===== config.mk =====
export PLATFORM = sky130hd
export DESIGN_NAME = ics_top
export DESIGN_NICKNAME = d
export VERILOG_FILES = /design/src/rtl/ics_pkg.sv /design/src/rtl/ics_ctrl.sv /design/src/rtl/ics_alu.sv /design/src/rtl/ics_top.sv
export SDC_FILE = /design/constraint.sdc
export NUM_CORES = 1
export LEC_CHECK = 0
export BUFFER_PORTS_ARGS = -buffer_cell sky130_fd_sc_hd__buf_4
export CAP_MARGIN = 30
export CORE_MARGIN = 3
export CORE_UTILIZATION = 40
export DETAILED_ROUTE_END_ITERATION = 8
export PLACE_DENSITY = 0.57
export SETUP_SLACK_MARGIN = 0.3
export SKIP_CTS_REPAIR_TIMING = 1
export SYNTH_ARGS = -nofsm -noshare
export SYNTH_HDL_FRONTEND = slang
export SYNTH_SLANG_ARGS = --single-unit

===== constraint.sdc =====
create_clock -name clk -period 2.63 [get_ports clk]
set_input_delay 0.263 -clock clk [delete_from_list [all_inputs] [get_ports clk]]
set_output_delay 0.263 -clock clk [all_outputs]
set_load 0.03 [all_outputs]

===== src/rtl/ics_pkg.sv =====
package ics_pkg;

  typedef enum logic [4:0] {
    S_F0, S_F1, S_F2, S_F3, S_DEC,
    S_I0, S_I1, S_I2, S_I3,
    S_E0, S_E1, S_E2, S_E3, S_ES,
    S_CHK, S_INT0, S_INT1, S_HALT
  } state_t;

  localparam logic [2:0] OP_LOAD  = 3'd0;
  localparam logic [2:0] OP_STORE = 3'd1;
  localparam logic [2:0] OP_ADD   = 3'd2;
  localparam logic [2:0] OP_JUMP  = 3'd3;
  localparam logic [2:0] OP_EI    = 3'd4;
  localparam logic [2:0] OP_HALT  = 3'd7;

  localparam logic [1:0] PH_FETCH = 2'd0;
  localparam logic [1:0] PH_IND   = 2'd1;
  localparam logic [1:0] PH_EXEC  = 2'd2;
  localparam logic [1:0] PH_INT   = 2'd3;

  function automatic logic [1:0] phase_of(state_t s);
    case (s)
      S_F0, S_F1, S_F2, S_F3, S_DEC: phase_of = PH_FETCH;
      S_I0, S_I1, S_I2, S_I3:        phase_of = PH_IND;
      S_INT0, S_INT1:                phase_of = PH_INT;
      default:                       phase_of = PH_EXEC;
    endcase
  endfunction

endpackage


===== src/rtl/ics_ctrl.sv =====
module ics_ctrl
  import ics_pkg::*;
(
  input  logic       clk,
  input  logic       rst,
  input  logic       ind_bit,
  input  logic [2:0] opcode,
  input  logic       int_en,
  input  logic       irq,
  output state_t     state
);

  state_t nxt;

  always_comb begin
    nxt = state;
    case (state)
      S_F0:  nxt = S_F1;
      S_F1:  nxt = S_F2;
      S_F2:  nxt = S_F3;
      S_F3:  nxt = S_DEC;
      S_DEC: nxt = ind_bit ? S_I0 : S_E0;
      S_I0:  nxt = S_I1;
      S_I1:  nxt = S_I2;
      S_I2:  nxt = S_I3;
      S_I3:  nxt = S_E0;
      S_E0: begin
        case (opcode)
          OP_LOAD, OP_ADD: nxt = S_E1;
          OP_STORE:        nxt = S_ES;
          OP_HALT:         nxt = S_HALT;
          default:         nxt = S_CHK;
        endcase
      end
      S_E1:   nxt = S_E2;
      S_E2:   nxt = S_E3;
      S_E3:   nxt = S_CHK;
      S_ES:   nxt = S_CHK;
      S_CHK:  nxt = (int_en && irq) ? S_INT0 : S_F0;
      S_INT0: nxt = S_INT1;
      S_INT1: nxt = S_F0;
      S_HALT: nxt = S_HALT;
      default: nxt = S_F0;
    endcase
  end

  always_ff @(posedge clk) begin
    if (rst) state <= S_F0;
    else     state <= nxt;
  end

endmodule


===== src/rtl/ics_alu.sv =====
module ics_alu #(
  parameter int DW = 16
) (
  input  logic [DW-1:0] acc_in,
  input  logic [DW-1:0] operand,
  input  logic          do_add,
  output logic [DW-1:0] result
);

  always_comb begin
    if (do_add) result = acc_in + operand;
    else        result = operand;
  end

endmodule


===== src/rtl/ics_top.sv =====
module ics_top
  import ics_pkg::*;
#(
  parameter int              DW        = 16,
  parameter int              AW        = 12,
  parameter logic [AW-1:0]   SAVE_ADDR = 12'hFF0,
  parameter logic [AW-1:0]   VEC_ADDR  = 12'h040
) (
  input  logic          clk,
  input  logic          rst,
  input  logic          irq,
  input  logic [DW-1:0] mem_rdata,
  output logic [AW-1:0] mem_addr,
  output logic          mem_rd,
  output logic          mem_wr,
  output logic [DW-1:0] mem_wdata,
  output logic [DW-1:0] acc,
  output logic [AW-1:0] pc,
  output logic          int_en,
  output logic          halted,
  output logic [1:0]    phase
);

  localparam int IND_BIT = DW - 1;
  localparam int OP_LSB  = AW;

  state_t        state;
  logic [DW-1:0] ir_q;
  logic [DW-1:0] mbr_q;
  logic [AW-1:0] mar_q;
  logic [AW-1:0] pc_q;
  logic [DW-1:0] acc_q;
  logic          ie_q;
  logic          rd_q;
  logic          wr_q;
  logic [DW-1:0] alu_res;
  logic [2:0]    op;
  logic [AW-1:0] opnd_addr;

  assign op        = ir_q[OP_LSB+2:OP_LSB];
  assign opnd_addr = ir_q[AW-1:0];

  ics_ctrl u_ctrl (
    .clk     (clk),
    .rst     (rst),
    .ind_bit (ir_q[IND_BIT]),
    .opcode  (op),
    .int_en  (ie_q),
    .irq     (irq),
    .state   (state)
  );

  ics_alu #(.DW(DW)) u_alu (
    .acc_in  (acc_q),
    .operand (mbr_q),
    .do_add  (op == OP_ADD),
    .result  (alu_res)
  );

  always_ff @(posedge clk) begin
    if (rst) begin
      ir_q  <= '0;
      mbr_q <= '0;
      mar_q <= '0;
      pc_q  <= '0;
      acc_q <= '0;
      ie_q  <= 1'b0;
      rd_q  <= 1'b0;
      wr_q  <= 1'b0;
    end else begin
      rd_q <= 1'b0;
      wr_q <= 1'b0;
      case (state)
        S_F0: begin
          mar_q <= pc_q;
          rd_q  <= 1'b1;
        end
        S_F1: pc_q <= pc_q + 1'b1;
        S_F2, S_I2, S_E2: mbr_q <= mem_rdata;
        S_F3: ir_q <= mbr_q;
        S_I0: begin
          mar_q <= opnd_addr;
          rd_q  <= 1'b1;
        end
        S_I3: ir_q[AW-1:0] <= mbr_q[AW-1:0];
        S_E0: begin
          case (op)
            OP_LOAD, OP_ADD: begin
              mar_q <= opnd_addr;
              rd_q  <= 1'b1;
            end
            OP_STORE: begin
              mar_q <= opnd_addr;
              mbr_q <= acc_q;
              wr_q  <= 1'b1;
            end
            OP_JUMP: pc_q <= opnd_addr;
            OP_EI:   ie_q <= 1'b1;
            default: ;
          endcase
        end
        S_E3: acc_q <= alu_res;
        S_INT0: begin
          mar_q <= SAVE_ADDR;
          mbr_q <= DW'(pc_q);
          wr_q  <= 1'b1;
          ie_q  <= 1'b0;
        end
        S_INT1: pc_q <= VEC_ADDR;
        default: ;
      endcase
    end
  end

  assign mem_addr  = mar_q;
  assign mem_wdata = mbr_q;
  assign mem_rd    = rd_q;
  assign mem_wr    = wr_q;
  assign acc       = acc_q;
  assign pc        = pc_q;
  assign int_en    = ie_q;
  assign halted    = (state == S_HALT);
  assign phase     = phase_of(state);

endmodule


==> flow_metrics.env, run 1 <==
export IMPL_synth_distinct_cells=84
export IMPL_core_um2=11700
export IMPL_initialDrtViolationCount=394
export IMPL_rsz0062_at_grt="yes"
export IMPL_netlist_area_um2=4860
export IMPL_synth_edf_count=0
export IMPL_dpl_cell_area_um2=5580
export IMPL_hp_class="in -> reg"
export IMPL_multi_input_area_um2=3010
export IMPL_synth_async_reset_ratio_pct=0
export IMPL_htreeDepth=3
export IMPL_hp_start="mem_rdata[6]"
export IMPL_vdd_drop_max_v=0.000367
export IMPL_start_util_pct=41.7
export IMPL_ys_top_cells_by_area="dfxtp_1 (34%), nor2_1 (6.5%), nand2_1 (4.8%)"
export IMPL_period_needed_ns=2.39
export IMPL_period_share_pct=90.9
export IMPL_syn_inst=599
export IMPL_hpwlAfterDp_mm=10.9
export IMPL_maxSlewHeadroom_pct=61.6
export IMPL_final_hold_viol_count=0
export IMPL_worst_slew_pin_slew_ns=0.572
export IMPL_avgSynthCellArea_um2=8.12
export IMPL_finish_instance_area_um2=5890
export IMPL_placed_cells=796
export IMPL_power_density_nw_per_um2=714
export IMPL_vias=4838
export IMPL_start_kind="register"
export IMPL_cts_made_buffers=9
export IMPL_setup_viol=0
export IMPL_layout_nets=700
export IMPL_syn_nets=635
export IMPL_critPathMaxFanout=4
export IMPL_dieArea_um2=13500
export IMPL_yosysTopAreaCell="dfxtp_1"
export IMPL_ys_warn_count=0
export IMPL_viasPerCell=5.96
export IMPL_synth_top_area_share_pct=33.7
export IMPL_cts_sinks=82
export IMPL_hold_depth=3
export IMPL_grt_pass1_vias=4589
export IMPL_antenna_cells=0
export IMPL_synth_flop_cell="dfxtp_1"
export IMPL_drc=0
export IMPL_dieWidth_um=116
export IMPL_dr_pass1_iters=6
export IMPL_yosysMostFrequentCell="nor2_1"
export IMPL_final_layout_size_suffix_gt1_share_pct=21.4
export IMPL_n_fill_cell=1134
export IMPL_min_to="mem_wdata[6]"
export IMPL_clk_pin_slew_ns=0.07
export IMPL_port_buffers=80
export IMPL_r2r_cells=9
export IMPL_antenna_left=0
export IMPL_clock_latency_ns=0.35
export IMPL_grt_total_usage_pct=23.1
export IMPL_finalMaxSlewViolations=0
export IMPL_grt_overflow_total=0
export IMPL_crit_type="reg -> reg"
export IMPL_pin_count=81
export IMPL_r2r_setup_slack_ns=0.24
export IMPL_cts_buffer_depth=2
export IMPL_grt_max_degree=39
export IMPL_cp_end_kind="register"
export IMPL_area_growth_pct=21.1
export IMPL_cts_tree="built"
export IMPL_clockRootBuffer="clkbuf_16"
export IMPL_place_gp_congestion=0.939
export IMPL_worstReg2RegEnd="acc[14]"
export IMPL_die_y_um=116
export IMPL_finalSetupTns_ns=0
export IMPL_ys_ff_latch=82
export IMPL_status="finished clean"
export IMPL_totalWireLength_mm=15.4
export IMPL_finalNonFillerCells=812
export IMPL_skew_ns=0.00629
export IMPL_fmax_ghz=0.418
export IMPL_wl_per_cell_um=18.9
export IMPL_critPathRequiredTime_ns=2.91
export IMPL_synth_common_cells="nor2_1 (84), dfxtp_1 (82), nand2_1 (62)"
export IMPL_seq_area_um2=1650
export IMPL_arrival_ns=2.67
export IMPL_reg2reg_from="acc[0]"
export IMPL_maxCapViolCount=0
export IMPL_rows=39
export IMPL_grt_pass1_wl_mm=24.3
export IMPL_synth_seq_area_share_pct=33.7
export IMPL_leakagePower_nw=2.34
export IMPL_grt_antenna_before_repair=0
-- layout by cell type (no fill, tap or decap), drive strengths merged, types with 4 or more instances in the layout --
cell and instances:
o21ai 37, mux2i 19, a22oi 19, o221ai 8, buf 95, a21oi 48
nand2b 5, a31oi 7, dfxtp 82, clkbuf 10, a221oi 5, xnor2 4
a21o 9, inv 14, nor3b 4, nand3 12, o211ai 5, nor3 20
nand2 62, ha 16, a211oi 12, nor2 86, and2 6, a311oi 16
a2111oi 4
-- power breakdown --
group          switching (mW)  internal (mW)  leakage, nW
registers               0.183           1.38        0.669
clock network           0.575          0.675        0.132
logic                   0.867          0.528         1.54
-- registers in the layout, indices dropped and copies added, names as in the netlist --
name,cells
acc,16
pc,12
mem_wdata,16
int_en,1
u_ctrl.state,5
ir_q,16
mem_addr,12
mem_rd,1
phase,2
mem_wr,1
-- worst max-delay path, stage by stage (launching register included) --
cell,delay (ns)
dfxtp_4,0.37
ha_4,0.15
inv_1,0.05
fa_2,0.35
nand2b_4,0.18
a2111oi_4,0.44
a2111oi_4,0.08
o31ai_2,0.25
mux2_1,0.34
a21oi_1,0.12
-- kinds of logic (layout without fill, tap and decap cells) --
family	Yosys count	after routing	synth area share, %
compound gates	206	206	30.5
xor+xnor	5	5	0.900
fa+ha+maj	17	17	4.53
buf+inv	53	123	5.32
flops	82	82	33.7
mux	20	20	4.14
simple gates	216	216	20.9
-- per-layer routing --
layer / track usage, % / up-vias / wire length [µm]
li1: - / 2368 / -
met1: 30.7 / 2306 / 7020
met2: 37.3 / 141 / 7160
met3: 4.30 / 23 / 808
met4: 8.74 / 0 / 365
met5: 0 / - / 0
-- stage by stage --
step                      power, mW  worst slack, ns  hold WS, ns  util (%)
after global placement         2.96            0.293        0.443      47.8
after floorplan                2.55            0.296        0.415         -
after CTS                      4.23            0.195        0.176      50.3
after global routing           4.44            0.154        0.180      50.5
after detailed placement       2.97            0.214        0.452      47.8
final                          4.21            0.240        0.177      50.5
-- final cells by class --
cell class / instances / area share, %
Multi-Input combinational cell: 464 / 51.1
Sequential cell: 82 / 28.1
Timing Repair Buffer: 95 / 12.1
Clock buffer: 10 / 4.06
Tap cell: 143 / 3.04
Clock inverter: 6 / 0.828
Inverter: 12 / 0.764
-- how the worst max path moves through the flow --
stage	startpoint	endpoint	depth (start not counted)	slack, ns
finish	acc[0]	acc[14]	9	0.24
global route	acc[0]	acc[14]	9	0.15
detailed placement	mem_wdata[0]	acc[14]	9	0.21
CTS	acc[0]	acc[14]	9	0.19
floorplan	acc[0]	acc[14]	9	0.30
global placement	acc[0]	acc[14]	9	0.29
No activity file was read; power rests on OpenSTA's default activity.
==> inputs of run 2 (changes only) <==
==> constraint.sdc (replaced) <==
create_clock -name clk -period 2.9 [get_ports clk]
set_input_delay 0.29 -clock clk [delete_from_list [all_inputs] [get_ports clk]]
set_output_delay 0.29 -clock clk [all_outputs]
set_load 0.03 [all_outputs]
==> run 2 against run 1 <==
Against the previous run:
- final area is 0.45% lower
- highest routed layer unchanged
- clock power about the same
- critical endpoint unchanged
- count of clock-buffer cells in the layout grew 1
==> flow_metrics.env, run 2 (synthesis gave the netlist of run 1 again) <==
export IMPL_clock_latency_ns=0.35
export IMPL_maxCapViolCount=0
export IMPL_max_stage_delay_ns=0.42
export IMPL_status="finished clean"
export IMPL_viasPerCell=5.94
export IMPL_power_total_mw=3.89
export IMPL_grt_pass1_wl_mm=24.4
export IMPL_dr_pass1_iters=5
export IMPL_dp_slack_ns=0.362
export IMPL_critPathMaxFanout=5
export IMPL_htreeDepth=3
export IMPL_period_needed_ns=2.43
export IMPL_clockRootBuffer="clkbuf_16"
export IMPL_critical_path_top_delay_family="compound AO/OA/AOI/OAI gates"
export IMPL_antenna_cells=0
export IMPL_core_um2=11700
export IMPL_vdd_drop_max_v=0.000311
export IMPL_grt_max_degree=40
export IMPL_r2r_setup_slack_ns=0.47
export IMPL_layout_common_cells="buf_4 (93), nor2_1 (84), dfxtp_1 (80), nand2_1 (62), a21oi_1 (46)"
export IMPL_pin_count=81
export IMPL_setup_viol=0
export IMPL_crit_top_cell="a2111oi_4"
export IMPL_antenna_left=0
export IMPL_crit_chain="ha_4, inv_1, fa_1, nand2b_4, a2111oi_4, a2111oi_4, o31ai_2, mux2_1, a21oi_1"
export IMPL_finalSetupTns_ns=0
export IMPL_grt_antenna_before_repair=0
export IMPL_clk_pin_slew_ns=0.06
export IMPL_maxSlewHeadroom_pct=51.6
export IMPL_placed_cells=793
export IMPL_grt_pass1_vias=4558
export IMPL_cts_tree="built"
export IMPL_cts_sinks=82
export IMPL_start_util_pct=41.7
export IMPL_layout_nets=698
export IMPL_vias=4808
export IMPL_port_buffers=80
export IMPL_rows=39
export IMPL_cp_end_kind="register"
export IMPL_crit_type="reg -> reg"
export IMPL_setup_ws_ns=0.472
export IMPL_n_fill_cell=1134
export IMPL_drc=0
export IMPL_cts_buffer_depth=2
export IMPL_finalMaxSlewViolations=0
export IMPL_hpwlAfterDp_mm=10.9
export IMPL_finalNonFillerCells=810
export IMPL_place_gp_congestion=0.838
export IMPL_wl_per_cell_um=18.8
export IMPL_fmax_ghz=0.412
export IMPL_hp_class="in -> reg"
export IMPL_finalHoldWorstSlack_ns=0.216
export IMPL_power_density_nw_per_um2=663
export IMPL_totalWireLength_mm=15.2
export IMPL_arrival_ns=2.71
export IMPL_crit_path_top_delay_cell="a2111oi_4"
export IMPL_worst_slew_pin_slew_ns=0.724
export IMPL_critPathRequiredTime_ns=3.18
export IMPL_period_share_pct=83.7
export IMPL_cts_made_buffers=9
export IMPL_final_common_cell="buf_4"
export IMPL_area_growth_pct=20.6
export IMPL_leakagePower_nw=2.34
export IMPL_grt_total_usage_pct=22.9
export IMPL_skew_ns=0.00789
export IMPL_initialDrtViolationCount=330
export IMPL_grt_overflow_total=0
export IMPL_path_buf_inv=1
export IMPL_final_layout_size_suffix_gt1_share_pct=19.9
export IMPL_dieWidth_um=116
export IMPL_final_hold_viol_count=0
export IMPL_start_kind="register"
export IMPL_dieArea_um2=13500
export IMPL_die_y_um=116
export IMPL_rsz0062_at_grt="no"
-- run 2: final timing paths --
path | cells past startpoint | to | startpoint
setup reg to reg | 9 | acc[14] | mem_wdata[0]
hold reg to reg | 2 | mem_addr[4] | mem_addr[4]
setup / recovery | 9 | acc[14] | mem_wdata[0]
hold / removal | 3 | mem_wdata[6] | mem_rdata[6]
-- run 2: metal layers --
| metal | part of all wire [%] | up-vias | global-route usage (%) |
|---|---|---|---|
| met5 | 0 | - | 0 |
| met1 | 47 | 2277 | 30.8 |
| met2 | 47 | 149 | 37.5 |
| met3 | 4.7 | 21 | 3.94 |
| met4 | 1.6 | 0 | 7.35 |
| li1 | - | 2361 | - |
-- run 2: report_power, final --
group | total (mW) | leakage [nW] | internal (mW) | switching, mW
Clock | 1.22 | 0.153 | 0.719 | 0.501
Combinational | 1.23 | 1.52 | 0.466 | 0.767
Sequential | 1.43 | 0.667 | 1.25 | 0.184
Total | 3.89 | 2.34 | 2.44 | 1.45
-- run 2: cell type report --
cell class              instances  area [µm²]  share of cell area [%]
multi-input cells             464        2980                    50.9
inverters                      12        45.0                   0.768
well taps                     143         179                    3.05
flip-flops and latches         82        1650                    28.1
clock buffers                  11         253                    4.31
repair buffers                 93         698                    11.9
clock inverters                 5        60.1                    1.02
-- run 2: through the flow --
| stage | utilization (%) | area (µm²) |
|---|---|---|
| 2_1_floorplan | - | 4870 |
| 3_3_place_gp | 47.4 | 5520 |
| 3_5_place_dp | 47.4 | 5520 |
| 4_1_cts | 50.0 | 5840 |
| 5_1_grt | 50.3 | 5870 |
| 6_report | 50.3 | 5870 |
-- run 2: worst register-to-register path, delay by kind of cell, from the launching register on --
kind / cells / cell delay, ns
adders and majority gates: 2 / 0.53
DFF: 1 / 0.38
buffers and inverters: 1 / 0.05
AOI/OAI and AO/OA: 4 / 0.90
and+or+nand+nor: 1 / 0.18
muxes: 1 / 0.34
==> inputs of run 3 (changes only) <==
==> constraint.sdc (replaced) <==
create_clock -name clk -period 2.3 [get_ports clk]
set_input_delay 0.23 -clock clk [delete_from_list [all_inputs] [get_ports clk]]
set_output_delay 0.23 -clock clk [all_outputs]
set_load 0.03 [all_outputs]
==> run 3 against run 2 <==
Against the previous run:
- hold slack worse by 0.064 ns
- largest power group is now combinational cells
- sequential share of layout area down 1.8 points
- via count up 5.4%
- final cell count up 5.4%
- core utilization up 4.6 points
- largest cell class unchanged
==> flow_metrics.env, run 3 (synthesis gave the netlist of run 1 again) <==
export IMPL_status="finished clean"
export IMPL_hp_start="mem_rdata[5]"
export IMPL_clock_latency_ns=0.35
export IMPL_vdd_drop_max_v=0.000406
export IMPL_grt_antenna_before_repair=0
export IMPL_worstReg2RegEnd="acc[14]"
export IMPL_dp_slack_ns=-0.0527
export IMPL_power_density_nw_per_um2=792
export IMPL_htreeDepth=3
export IMPL_core_um2=11700
export IMPL_cts_tree="built"
export IMPL_finalMaxSlewViolations=0
export IMPL_max_stage_delay_ns=0.36
export IMPL_crit_top_cell="a2111oi_4"
export IMPL_finalHoldWorstSlack_ns=0.152
export IMPL_leakagePower_nw=2.57
export IMPL_hold_depth=3
export IMPL_antenna_cells=0
export IMPL_final_common_cell="buf_4"
export IMPL_fmax_ghz=0.435
export IMPL_critical_path_top_delay_family="compound AO/OA/AOI/OAI gates"
export IMPL_min_to="mem_wdata[5]"
export IMPL_totalWireLength_mm=16.1
export IMPL_clk_pin_slew_ns=0.07
export IMPL_grt_max_degree=42
export IMPL_rows=39
export IMPL_dieWidth_um=116
export IMPL_layout_common_cells="buf_4 (134), nor2_1 (83), dfxtp_1 (66), nand2_1 (62), a21oi_1 (44)"
export IMPL_maxSlewHeadroom_pct=58.7
export IMPL_path_buf_inv=2
export IMPL_area_growth_pct=31.6
export IMPL_dr_pass1_iters=5
export IMPL_vias=5069
export IMPL_cp_end_kind="register"
export IMPL_grt_pass1_wl_mm=25.2
export IMPL_crit_type="reg -> reg"
export IMPL_grt_overflow_total=0
export IMPL_grt_total_usage_pct=23.9
export IMPL_pin_count=81
export IMPL_n_fill_cell=1082
export IMPL_period_share_pct=100
export IMPL_reg2reg_from="acc[0]"
export IMPL_die_y_um=116
export IMPL_port_buffers=80
export IMPL_arrival_ns=2.59
export IMPL_crit_path_top_delay_cell="dfxtp_4"
export IMPL_crit_chain="ha_4, inv_2, fa_2, nand2b_4, a2111oi_4, buf_4, a2111oi_4, o31ai_2, mux2_4, a21oi_2"
export IMPL_r2r_setup_slack_ns=0.00002
export IMPL_clockRootBuffer="clkbuf_16"
export IMPL_hp_class="in -> reg"
export IMPL_final_layout_size_suffix_gt1_share_pct=30.1
export IMPL_hpwlAfterDp_mm=11.6
export IMPL_initialDrtViolationCount=387
export IMPL_final_hold_viol_count=0
export IMPL_maxCapViolCount=0
export IMPL_place_gp_congestion=0.918
export IMPL_wl_per_cell_um=18.9
export IMPL_skew_ns=0.00902
export IMPL_rsz0062_at_grt="yes"
export IMPL_start_kind="register"
export IMPL_drc=0
export IMPL_dieArea_um2=13500
export IMPL_grt_pass1_vias=4771
export IMPL_antenna_left=0
export IMPL_cts_buffer_depth=2
export IMPL_cts_sinks=82
export IMPL_start_util_pct=41.7
export IMPL_setup_ws_ns=0.0000195
export IMPL_critPathMaxFanout=3
export IMPL_worst_slew_pin_slew_ns=0.615
export IMPL_viasPerCell=5.94
export IMPL_period_needed_ns=2.30
export IMPL_layout_nets=742
export IMPL_critPathRequiredTime_ns=2.59
export IMPL_cts_made_buffers=9
export IMPL_setup_viol=0
export IMPL_r2r_cells=10
-- run 3: tightest hold or removal path, stage by stage --
cell	delay, ns
buf_4	0.11
nand2_1	0.04
a311oi_1	0.08
-- run 3: cell type report --
cell class / count / area (µm²) / share of cell area, %
well taps: 143 / 179 / 2.79
clock buffers: 11 / 233 / 3.63
inverters: 12 / 45.0 / 0.704
clock inverters: 5 / 61.3 / 0.958
repair buffers: 137 / 1050 / 16.4
multi-input cells: 464 / 3160 / 49.3
flip-flops and latches: 82 / 1680 / 26.2
-- run 3: per-layer routing --
| metal | up-vias | wire (µm) | global-route usage (%) |
|---|---|---|---|
| li1 | 2439 | - | - |
| met1 | 2442 | 7070 | 31.8 |
| met2 | 172 | 7610 | 38.4 |
| met3 | 16 | 1180 | 5.80 |
| met4 | 0 | 243 | 7.42 |
| met5 | - | 0 | 0 |
-- run 3: report_power, final --
group          total, mW  internal (mW)  switching, mW
clock               1.49          0.849          0.639
combinational       1.81          0.740           1.07
sequential          1.77           1.58          0.191
-- run 3: worst max path at each step --
stage	start	to	slack (ns)	depth (start not counted)
floorplan	acc[0]	acc[14]	-0.03	9
global placement	acc[0]	acc[14]	0.005	9
detailed placement	acc[0]	acc[14]	-0.05	9
CTS	acc[0]	acc[14]	-0.07	9
global route	acc[0]	acc[14]	-0.08	10
finish	acc[0]	acc[14]	0.00002	10
-- run 3: through the flow --
step / area, µm² / TNS [ns] / std cells / power, mW / utilization [%]
CTS: 6160 / -0.0659 / 845 / 5.00 / 52.8
detailed placement: 5860 / -0.0527 / 829 / 3.51 / 50.3
global route: 6400 / -0.203 / 854 / 5.34 / 54.9
finish: 6400 / 0 / 854 / 5.07 / 54.9
global placement: 5860 / 0 / 829 / 3.48 / 50.3
floorplan: 4920 / -0.0272 / 599 / 2.93 / -
